## src/rtl/exc_seq_pkg.sv

```systemverilog
// Shared types and helpers for the exception sequencer.
// Assumes three event registers: general, interrupt, second interrupt.
package exc_seq_pkg;
    typedef enum logic [1:0] {
        EK_GENERAL = 2'b00,
        EK_IRQ     = 2'b01,
        EK_IRQ2    = 2'b10,
        EK_IRQ2B   = 2'b11
    } exc_kind_e;

    localparam int NUM_EV = 3;

    // Map an event class to the index of its event register.
    function automatic int unsigned ev_index(input logic [1:0] kind);
        case (kind)
            EK_GENERAL: return 0;
            EK_IRQ:     return 1;
            default:    return 2;
        endcase
    endfunction
endpackage

```

## src/rtl/exc_seq_gate.sv

```systemverilog
// Acceptance gate: decides whether an exception or a return is taken.
// Assumes sr_bl is the block bit of the incoming status word and that
// entry_busy is high during the redirect cycle of an entry.
module exc_seq_gate (
    input  logic exc_req,
    input  logic rte_req,
    input  logic sr_bl,
    input  logic multi_en,
    input  logic entry_busy,
    output logic accept_ok,
    output logic take_exc,
    output logic take_rte
);
    // Combine the mask conditions and give an accepted exception priority.
    always_comb begin
        accept_ok = multi_en || (!sr_bl && !entry_busy);
        take_exc  = exc_req && accept_ok;
        take_rte  = rte_req && !take_exc;
    end
endmodule

```

## src/rtl/exc_seq_store.sv

```systemverilog
// Saved-state and event-record registers, all updated on an accepted entry.
// Assumes take_exc lasts exactly one cycle per accepted event.
module exc_seq_store #(
    parameter int REG_W  = 32,
    parameter int CODE_W = 12,
    parameter int IMM_W  = 8
) (
    input  logic              clk,
    input  logic              rst_n,
    input  logic              take_exc,
    input  logic [REG_W-1:0]  cur_pc,
    input  logic [REG_W-1:0]  cur_sr,
    input  logic [1:0]        exc_kind,
    input  logic [CODE_W-1:0] exc_code,
    input  logic              exc_is_trap,
    input  logic [IMM_W-1:0]  trap_imm,
    input  logic              exc_is_fault,
    input  logic [REG_W-1:0]  fault_addr,
    output logic [REG_W-1:0]  saved_pc,
    output logic [REG_W-1:0]  saved_sr,
    output logic [exc_seq_pkg::NUM_EV*REG_W-1:0] ev_flat,
    output logic [REG_W-1:0]  trap_reg,
    output logic [REG_W-1:0]  fault_reg
);
    import exc_seq_pkg::*;

    localparam int CODE_PAD = REG_W - CODE_W;
    localparam int IMM_PAD  = REG_W - IMM_W;

    // Capture the interrupted PC and status word on acceptance.
    always_ff @(posedge clk) begin
        if (!rst_n) begin
            saved_pc <= '0;
            saved_sr <= '0;
        end else if (take_exc) begin
            saved_pc <= cur_pc;
            saved_sr <= cur_sr;
        end
    end

    // One event register per class; only the selected one is written.
    for (genvar g = 0; g < NUM_EV; g++) begin : g_ev
        logic [REG_W-1:0] q;
        // Record the zero-extended code when this class is chosen.
        always_ff @(posedge clk) begin
            if (!rst_n)
                q <= '0;
            else if (take_exc && (ev_index(exc_kind) == g))
                q <= {{CODE_PAD{1'b0}}, exc_code};
        end
        assign ev_flat[g*REG_W +: REG_W] = q;
    end

    // Trap immediate: loaded only for trap events.
    always_ff @(posedge clk) begin
        if (!rst_n)
            trap_reg <= '0;
        else if (take_exc && exc_is_trap)
            trap_reg <= {{IMM_PAD{1'b0}}, trap_imm};
    end

    // Faulting address: loaded only for memory-access faults.
    always_ff @(posedge clk) begin
        if (!rst_n)
            fault_reg <= '0;
        else if (take_exc && exc_is_fault)
            fault_reg <= fault_addr;
    end
endmodule

```

## src/rtl/exc_seq_redirect.sv

```systemverilog
// Output stage: registers the PC and status word handed back to the core,
// with a one-cycle strobe. Assumes take_exc and take_rte are exclusive.
module exc_seq_redirect #(
    parameter int REG_W = 32,
    parameter int BL_B  = 28,
    parameter int RB_B  = 29,
    parameter int MD_B  = 30
) (
    input  logic             clk,
    input  logic             rst_n,
    input  logic             take_exc,
    input  logic             take_rte,
    input  logic [REG_W-1:0] cur_sr,
    input  logic [REG_W-1:0] vec_base,
    input  logic [REG_W-1:0] vec_off,
    input  logic [REG_W-1:0] saved_pc,
    input  logic [REG_W-1:0] saved_sr,
    output logic             redirect,
    output logic             entry_busy,
    output logic [REG_W-1:0] new_pc,
    output logic [REG_W-1:0] new_sr
);
    localparam logic [REG_W-1:0] ENTRY_SET =
        (REG_W'(1) << BL_B) | (REG_W'(1) << RB_B) | (REG_W'(1) << MD_B);

    // Load the target PC and status word, and pulse the strobe for one cycle.
    always_ff @(posedge clk) begin
        if (!rst_n) begin
            redirect   <= 1'b0;
            entry_busy <= 1'b0;
            new_pc     <= '0;
            new_sr     <= '0;
        end else begin
            redirect   <= take_exc || take_rte;
            entry_busy <= take_exc;
            if (take_exc) begin
                new_pc <= vec_base + vec_off;
                new_sr <= cur_sr | ENTRY_SET;
            end else if (take_rte) begin
                new_pc <= saved_pc;
                new_sr <= saved_sr;
            end
        end
    end
endmodule

```

## src/rtl/exc_seq.sv

```systemverilog
// Exception entry/return sequencer top. It connects the acceptance gate,
// the saved-state store and the redirect stage. Assumes the core loads
// new_pc and new_sr when redirect is high.
module exc_seq #(
    parameter int REG_W  = 32,
    parameter int CODE_W = 12,
    parameter int IMM_W  = 8,
    parameter int BL_B   = 28,
    parameter int RB_B   = 29,
    parameter int MD_B   = 30
) (
    input  logic              clk,
    input  logic              rst_n,
    input  logic [REG_W-1:0]  cur_pc,
    input  logic [REG_W-1:0]  cur_sr,
    input  logic [REG_W-1:0]  vec_base,
    input  logic [REG_W-1:0]  vec_off,
    input  logic              exc_req,
    input  logic [1:0]        exc_kind,
    input  logic [CODE_W-1:0] exc_code,
    input  logic              exc_is_trap,
    input  logic [IMM_W-1:0]  trap_imm,
    input  logic              exc_is_fault,
    input  logic [REG_W-1:0]  fault_addr,
    input  logic              multi_en,
    input  logic              rte_req,
    output logic              accept_ok,
    output logic              redirect,
    output logic [REG_W-1:0]  new_pc,
    output logic [REG_W-1:0]  new_sr,
    output logic [REG_W-1:0]  saved_pc,
    output logic [REG_W-1:0]  saved_sr,
    output logic [REG_W-1:0]  ev_general,
    output logic [REG_W-1:0]  ev_irq,
    output logic [REG_W-1:0]  ev_irq2,
    output logic [REG_W-1:0]  trap_reg,
    output logic [REG_W-1:0]  fault_reg
);
    import exc_seq_pkg::*;

    logic take_exc;
    logic take_rte;
    logic entry_busy;
    logic [NUM_EV*REG_W-1:0] ev_flat;

    exc_seq_gate u_gate (
        .exc_req    (exc_req),
        .rte_req    (rte_req),
        .sr_bl      (cur_sr[BL_B]),
        .multi_en   (multi_en),
        .entry_busy (entry_busy),
        .accept_ok  (accept_ok),
        .take_exc   (take_exc),
        .take_rte   (take_rte)
    );

    exc_seq_store #(.REG_W(REG_W), .CODE_W(CODE_W), .IMM_W(IMM_W)) u_store (
        .clk          (clk),
        .rst_n        (rst_n),
        .take_exc     (take_exc),
        .cur_pc       (cur_pc),
        .cur_sr       (cur_sr),
        .exc_kind     (exc_kind),
        .exc_code     (exc_code),
        .exc_is_trap  (exc_is_trap),
        .trap_imm     (trap_imm),
        .exc_is_fault (exc_is_fault),
        .fault_addr   (fault_addr),
        .saved_pc     (saved_pc),
        .saved_sr     (saved_sr),
        .ev_flat      (ev_flat),
        .trap_reg     (trap_reg),
        .fault_reg    (fault_reg)
    );

    exc_seq_redirect #(.REG_W(REG_W), .BL_B(BL_B), .RB_B(RB_B), .MD_B(MD_B)) u_redir (
        .clk        (clk),
        .rst_n      (rst_n),
        .take_exc   (take_exc),
        .take_rte   (take_rte),
        .cur_sr     (cur_sr),
        .vec_base   (vec_base),
        .vec_off    (vec_off),
        .saved_pc   (saved_pc),
        .saved_sr   (saved_sr),
        .redirect   (redirect),
        .entry_busy (entry_busy),
        .new_pc     (new_pc),
        .new_sr     (new_sr)
    );

    assign ev_general = ev_flat[0*REG_W +: REG_W];
    assign ev_irq     = ev_flat[1*REG_W +: REG_W];
    assign ev_irq2    = ev_flat[2*REG_W +: REG_W];
endmodule

```

## config.mk

```make
export PLATFORM = sky130hd
export DESIGN_NAME = exc_seq
export DESIGN_NICKNAME = d
export VERILOG_FILES = /design/src/rtl/exc_seq_pkg.sv /design/src/rtl/exc_seq_gate.sv /design/src/rtl/exc_seq_store.sv /design/src/rtl/exc_seq_redirect.sv /design/src/rtl/exc_seq.sv
export SDC_FILE = /design/constraint.sdc
export NUM_CORES = 1
export LEC_CHECK = 0
export BUFFER_PORTS_ARGS = -buffer_cell sky130_fd_sc_hd__buf_2
export CORE_AREA = 2 2 189 191
export DETAILED_ROUTE_END_ITERATION = 8
export DIE_AREA = 0 0 191 193
export MAX_ROUTING_LAYER = met4
export PLACE_DENSITY_LB_ADDON = 0.15
export SYNTH_ARGS = -nofsm -noshare
export SYNTH_HDL_FRONTEND = slang
export SYNTH_SLANG_ARGS = --single-unit
```

## constraint.sdc

```tcl
create_clock -name clk -period 3.9 [get_ports clk]
set_input_delay 0.195 -clock clk [delete_from_list [all_inputs] [get_ports clk]]
set_output_delay 0.195 -clock clk [all_outputs]
set_load 0.03 [all_outputs]
```

==> impl_results.md, run 1 <==
* Run status: finished, final reports clean
* Final setup skew at 0.00835 ns
* Clock insertion delay at the later pin of the skew report at 0.52 ns
* Met1 capacity usage during global routing at 22.0%
* CTS max path bufs at 3
* Number of nets with antenna violations after routing at 0
* Largest reg by FF count: u_store.g_ev.q
* # nets final at 1896
* Chain of cells forming the critical path: dlygate4sd3_1 -> buf_2 -> o21bai_1 -> and2_4 -> nand2_1 -> nand2_1 -> a21boi_0
* Number of different library cells in the post-synthesis netlist at 55
* Worst Setup End Kind: register
* Worst hold path startpoint: cur_sr[20]
* Overall die height at 193 µm
* Clock tree from TritonCTS: done
* Clock tree root driver cell: clkbuf_16
* First-pass GRT wire length at 50900 µm
* Most repeated library cell on the critical path: nand2_1
* CP max FO at 32
* Area growth syn-to-layout at 39.7%
* CP top delay family: simple AND/OR/NAND/NOR gates
* Most congested layer reported by global routing: met2
* Synth Cell Area at 0.0103 mm²
* Hold path endpoint: u_redir.new_sr[20]
* Max reg flops at 36
* Hold Path Cell Cnt at 3
* Count of flip-flops with a built-in enable after synthesis at 0
* Hold violation total from the final report at 0
* Fraction of synthesis flops using an asynchronous set or reset pin at 0%
* Final critical-path share of the clock period at 68.6%
* Maximum achievable frequency at 0.374 GHz
* Top cell type's share of synthesized area at 40.1%
* Largest vdd supply drop at 251 µV
* DRC Markers at 0
* Number of max-capacitance violations reported at 0
* Path category of the worst min-delay check: in2reg
* Post-synthesis cell type with the largest combined area: dfxtp_1
* Detailed Place HPWL at 24600 µm
* TritonCTS Sinks at 206
* Number of buffers added on ports at 394
* Iteration-0 DRC Markers at 475
* Post-layout power at 6.08 mW
* Most instantiated flip-flop cell in the synthesis netlist: dfxtp_1
* Share of synthesized area occupied by flip-flops and latches at 40.1%
* Total of warnings raised by yosys at 0
* Number of instances in the synthesized netlist at 1206
* Number of antenna violations at the first check in global routing at 2
* Num ports at 479
* Initial core utilization at 29.4%
* Hold_ws at 0.0122 ns
* # rows at 69
* Critical path arrival at 3.08 ns
* Number of fillers in the final layout at 3662
* Transition time at the pin with the least slew margin at 1.19 ns
* Clock Pin Slew Worst Setup and Hold Paths at 0.06 ns
* Pin count of the biggest net entering global routing at 106
* CTS Buf Count at 26
* Reg-to-reg startpoint: u_redir.entry_busy
* PD cells at 423 mW/mm²
* Area inside the core boundary at 0.0350 mm²
* Worst slew margin relative to its limit at 20.7%
* Delay of the slowest cell on the worst path at 0.76 ns
* Required time reported for the critical path endpoint at 4.30 ns
* GPL Wtd Cong at 0.815
* Drt total wl at 34400 µm
* Standby leakage power at 6.88 nW
* Fraction of met3 tracks used by global routing at 2.53%
* Number of failing setup endpoints in the final timing report at 0
* Met2 global-route usage at 30.9%
* Via count at 9785
* Worst path bufs/invs at 2
* Floorplan die area at 0.0369 mm²
* Die width at 191 µm
* WL per Instance at 15.9 µm
* Mean number of vias per cell at 4.53
* Number of buffers added for setup after CTS at 0
* Critical path type: in2reg
* Depth of the most critical reg-to-reg path at 5
* Drt pass-1 iters at 4
* Grt ovf at 0
* Synthesized flop and latch total at 206
* CTS H-Tree Depth at 1
* Endpoint of the most critical register-to-register path: u_store.fault_reg[18]
* Fraction of layout cells with a size suffix above 1 at 28.6%
* Combined global-route utilization of all metal layers at 18.0%
* Total placed cells including tap cells at 1993
* Final period demand of the worst path at 2.68 ns
* Register-to-register setup slack at 1.27 ns
* Final instance count without filler cells at 2158
* RSZ-0062 raised after global routing: false
* Synth Area per Inst at 8.53 µm²
* Kind of start point of the critical path: input pin
* Total negative slack for setup checks at 0 ns
* CP max stage cell: nand2_1
* Largest cells by area after synthesis: dfxtp_1, a21boi_0, nand2_1, buf_4, mux2_2
* Core occupancy in the finished layout at 41.1%
* Number of slew-limit violations in the final report at 0
* Via count of the first global-routing pass at 9231
[worst max path at each step]
stage                 from                     to  slack, ns  cells after the start
2_1_floorplan  vec_base[0]     u_redir.new_pc[28]       1.24                     10
3_3_place_gp   vec_base[0]     u_redir.new_pc[28]       0.85                     11
3_5_place_dp   vec_base[0]     u_redir.new_pc[28]       0.86                     11
4_1_cts         cur_sr[28]  u_store.fault_reg[25]       1.23                      7
5_1_grt         cur_sr[28]  u_store.fault_reg[25]       1.04                      7
6_report        cur_sr[28]  u_store.fault_reg[18]       1.22                      7
[cell families (layout without fill, tap and decap cells)]
family	count (synthesis)	after routing	synth area share, %
multiplexers	67	67	6.96
XOR/XNOR	26	26	2.21
other	1	86	0.0364
flip-flops	206	206	40.1
buffers and inverters	167	573	9.16
AO/OA/AOI/OAI	299	299	21.4
adder cells (fa/ha/maj)	32	32	3.96
AND/OR/NAND/NOR	408	408	16.1
[cell type report]
cell class / count / area (µm²) / share of cell area (%)
multi-input combinational: 916 / 5540 / 38.6
antenna: 2 / 5.00 / 0.0348
clock inverter: 3 / 65.1 / 0.453
tap: 461 / 577 / 4.01
inverter: 7 / 26.3 / 0.183
timing repair buffer: 518 / 3220 / 22.4
clock buffer: 45 / 813 / 5.66
sequential: 206 / 4120 / 28.7
[cells in the final DEF, fill, tap and decap left out, types with 6 or more instances in the layout]
cell / count
a21boi_0: 172
buf_4: 9
nand2b_1: 7
clkbuf_8: 7
a21o_1: 15
mux2_2: 36
xnor2_1: 20
nand2_1: 340
clkbuf_16: 27
buf_2: 392
dfxtp_1: 206
dlygate4sd3_1: 115
nand4_1: 6
inv_1: 7
and3_1: 9
mux2i_1: 31
a21oi_1: 33
nor2_1: 10
o211a_1: 20
o21bai_1: 6
clkbuf_1: 11
o21ai_0: 14
ha_1: 31
xor2_1: 6
nand3_1: 16
conb_1: 84
[power by group]
group | internal, mW | switching [mW]
combinational | 0.491 | 0.848
clock | 1.53 | 0.910
sequential | 2.23 | 0.0716
[metal layers]
| layer | part of all wire, % | wire length [µm] |
|---|---|---|
| met4 | 2.6 | 905 |
| met1 | 42 | 14600 |
| met3 | 5.9 | 2020 |
| met5 | 0 | 0 |
| met2 | 49 | 16900 |
[Yosys cell counts (7+ instances only)]
cell type,number
a21o_1,15
dfxtp_1,206
nor2_1,10
nand2b_1,7
ha_1,31
clkbuf_1,72
and3_1,9
o21ai_0,14
nand3_1,16
nand2_1,341
o211a_1,20
a21oi_1,33
inv_1,7
xnor2_1,20
mux2i_1,31
a21boi_0,172
mux2_2,36
buf_4,84
[per-stage QoR]
step / setup WS, ns / cell area, µm²
floorplan: 1.24 / 10600
detailed placement: 0.863 / 12300
finish: 1.22 / 14400
CTS: 1.23 / 14400
global placement: 0.847 / 12300
global route: 1.04 / 14400
[repair_timing]
action	CTS	global route
endpoints found under the setup margin	0	0
endpoints found under the hold margin	167	0
hold buffers	115	0
gates resized for setup	0	0
[worst register-to-register path: cells and delay by family (launching register included)]
| kind | cells | cell delay [ns] |
|---|---|---|
| AND/OR/NAND/NOR | 3 | 1.54 |
| AO/OA/AOI/OAI | 2 | 0.64 |
| flip-flops | 1 | 0.32 |
Note: power is estimated with default switching activity, not from simulation.
==> run 2, diff against run 1 <==
--- a/config.mk
+++ b/config.mk
@@ -5,10 +5,11 @@
 export SDC_FILE = /design/constraint.sdc
 export NUM_CORES = 1
 export LEC_CHECK = 0
+export ABC_AREA = 1
 export BUFFER_PORTS_ARGS = -buffer_cell sky130_fd_sc_hd__buf_2
-export CORE_AREA = 2 2 189 191
+export CORE_AREA = 2 2 188 190
 export DETAILED_ROUTE_END_ITERATION = 8
-export DIE_AREA = 0 0 191 193
+export DIE_AREA = 0 0 190 192
 export MAX_ROUTING_LAYER = met4
 export PLACE_DENSITY_LB_ADDON = 0.15
 export SYNTH_ARGS = -nofsm -noshare
==> constraint.sdc (replaced) <==
create_clock -name clk -period 2.3 [get_ports clk]
set_input_delay 0.115 -clock clk [delete_from_list [all_inputs] [get_ports clk]]
set_output_delay 0.115 -clock clk [all_outputs]
set_load 0.03 [all_outputs]
==> run 2 against run 1 <==
Die area down 1.0%. Clock-buffer cell count fell by 9. Total power grew 71%. Critical path type unchanged.
==> impl_results.md, run 2 <==
* Iteration-0 DRC Markers at 459
* Total placed cells including tap cells at 2148
* Drt pass-1 iters at 5
* Largest cells by area after synthesis: dfxtp_1, nand2_1, buf_4, a21oi_1, nand3_1
* Largest reg by FF count: u_store.g_ev.q
* DRC Markers at 0
* Maximum achievable frequency at 0.478 GHz
* Number of instances in the synthesized netlist at 1352
* Clock Pin Slew Worst Setup and Hold Paths at 0.06 ns
* # rows at 68
* Total negative slack for setup checks at 0 ns
* Final worst setup slack at 0.209 ns
* Number of max-capacitance violations reported at 0
* Number of failing setup endpoints in the final timing report at 0
* Synthesized flop and latch total at 206
* Cell types with the highest counts after synthesis: nand2_1, dfxtp_1, a21oi_1
* Post-synthesis cell type with the largest combined area: dfxtp_1
* First-pass GRT wire length at 56000 µm
* RSZ-0062 raised after global routing: false
* Critical path arrival at 2.52 ns
* CP max FO at 19
* Most numerous cell in the Yosys netlist: nand2_1
* Kind of start point of the critical path: input pin
* WL per Instance at 16.2 µm
* Drt total wl at 37700 µm
* Fraction of layout cells with a size suffix above 1 at 26.0%
* CTS H-Tree Depth at 1
* Delay of the slowest cell on the worst path at 0.56 ns
* Via count of the first global-routing pass at 10000
* # nets final at 2069
* Largest vdd supply drop at 421 µV
* Count of flip-flops with a built-in enable after synthesis at 0
* CP max stage cell: dlygate4sd3_1
* Fraction of synthesis flops using an asynchronous set or reset pin at 0%
* Max reg flops at 36
* Die width at 190 µm
* Synth Area per Inst at 7.44 µm²
* Total of warnings raised by yosys at 0
* Clock tree root driver cell: clkbuf_16
* Most frequent cells in the layout: buf_2, nand2_1, dfxtp_1
* Detailed Place HPWL at 28200 µm
* Area growth syn-to-layout at 41.4%
* Pin count of the biggest net entering global routing at 140
* Worst slew margin relative to its limit at 47.3%
* Total cell area at the placement stage at 0.0121 mm²
* Area inside the core boundary at 0.0343 mm²
* CTS Buf Count at 24
* GPL Wtd Cong at 0.911
* Final setup skew at 0.00701 ns
* Number of different library cells in the post-synthesis netlist at 37
* CTS max path bufs at 3
* Overall die height at 192 µm
* Top cell type's share of synthesized area at 41.0%
* Number of antenna violations at the first check in global routing at 2
* Final cell area excluding filler cells at 0.0142 mm²
* Number of nets with antenna violations after routing at 0
* Clock tree from TritonCTS: done
* Initial core utilization at 29.3%
* Critical path type: in2reg
* Worst slack after detailed placement at 0.352 ns
* Path category of the worst min-delay check: in2reg
* Required time reported for the critical path endpoint at 2.73 ns
* Chain of cells forming the critical path: dlygate4sd3_1 -> buf_2 -> o21bai_4 -> nand2_4 -> inv_4 -> buf_4 -> nand3_1 -> dlygate4sd3_1 -> a21oi_1
* Most instantiated flip-flop cell in the synthesis netlist: dfxtp_1
* Final instance count without filler cells at 2323
* Final critical-path share of the clock period at 90.9%
* Grt ovf at 0
* Worst Setup End Kind: register
* Num ports at 479
* Final period demand of the worst path at 2.09 ns
* Hold_ws at 0.0569 ns
* Number of slew-limit violations in the final report at 0
* Mean number of vias per cell at 4.49
* Transition time at the pin with the least slew margin at 0.791 ns
* Combined global-route utilization of all metal layers at 20.2%
* Share of synthesized area occupied by flip-flops and latches at 41.0%
* PD cells at 729 mW/mm²
* Most repeated library cell on the critical path: dlygate4sd3_1
* Most frequent standard cell in the layout excluding fill and tap cells: buf_2
* Number of buffers added on ports at 394
* Standby leakage power at 6.88 nW
* TritonCTS Sinks at 206
* Via count at 10400
* Clock insertion delay at the later pin of the skew report at 0.52 ns
* Floorplan die area at 0.0365 mm²
* Hold violation total from the final report at 0
* Synth Cell Area at 0.0101 mm²
* Run status: finished, final reports clean
run 2: cell types whose count changed in the layout (fill, tap and decap cells not counted), sizes merged, moves of 14 or more:
| cell | change |
|---|---|
| o21ai | +107 |
| nor2 | +72 |
| mux2 | -36 |
| a21oi | +110 |
| o211a | -20 |
| nand3 | +95 |
| inv | +60 |
| a21o | -14 |
| dlygate4sd3 | +14 |
| nand2 | +20 |
| a21boi | -172 |
run 2: report_power, final:
group / switching (mW) / internal [mW]
clock network: 1.58 / 2.47
logic: 1.63 / 0.779
registers: 0.114 / 3.79
total: 3.33 / 7.05
run 2: path summary, 6_finish.rpt:
check	cells after the start	slack [ns]	end	start
min reg2reg	2	0.46	u_store.fault_reg[15]	u_store.fault_reg[15]
min	5	0.06	u_store.saved_pc[2]	rst_n
max reg2reg	7	0.21	u_store.trap_reg[7]	u_redir.entry_busy
max	9	0.21	u_store.trap_reg[7]	cur_sr[28]
run 2: cells by family after synthesis:
kind of cell / after synthesis / share of synthesized area, %
AOI/OAI and AO/OA: 276 / 14.2
xor gates and xnor gates: 16 / 1.39
adders and majority gates: 32 / 4.05
buffers and inverters: 221 / 12.6
DFF: 206 / 41.0
muxes: 29 / 2.88
other: 1 / 0.0373
and+or+nand+nor: 571 / 23.9
run 2: per-layer routing:
metal	global-route usage [%]	wire, µm	vias up
met5	-	0	-
met4	7.78	1430	0
met2	33.7	17900	395
met3	3.09	2530	74
met1	24.5	15900	4684
li1	-	-	5281
run 2: worst max-delay path: cells and delay by family:
family,cells,cell delay [ns]
and+or+nand+nor,2,0.30
buffers and inverters,5,1.77
AOI/OAI and AO/OA,2,0.33
run 2: area by class of cell:
cell class,instances,area [µm²]
timing repair buffer,542,3430
inverter,66,253
fill,3560,20100
clock inverter,8,104
clock buffer,36,747
antenna,2,5.00
sequential,206,4120
tap,455,569
multi-input combinational,1008,4990
run 2: stage by stage:
| stage | util, % | power, mW |
|---|---|---|
| floorplan | - | 5.59 |
| global placement | 35.2 | 6.24 |
| detailed placement | 35.2 | 6.24 |
| CTS | 41.5 | 10.5 |
| global route | 41.5 | 10.9 |
| finish | 41.5 | 10.4 |
run 2: repair_timing:
action | 4_1_cts | 5_1_grt
hold buffers | 129 | 0
buffers inserted | 0 | 0
resized for setup | 0 | 0
hold endpoints to repair | 169 | 0
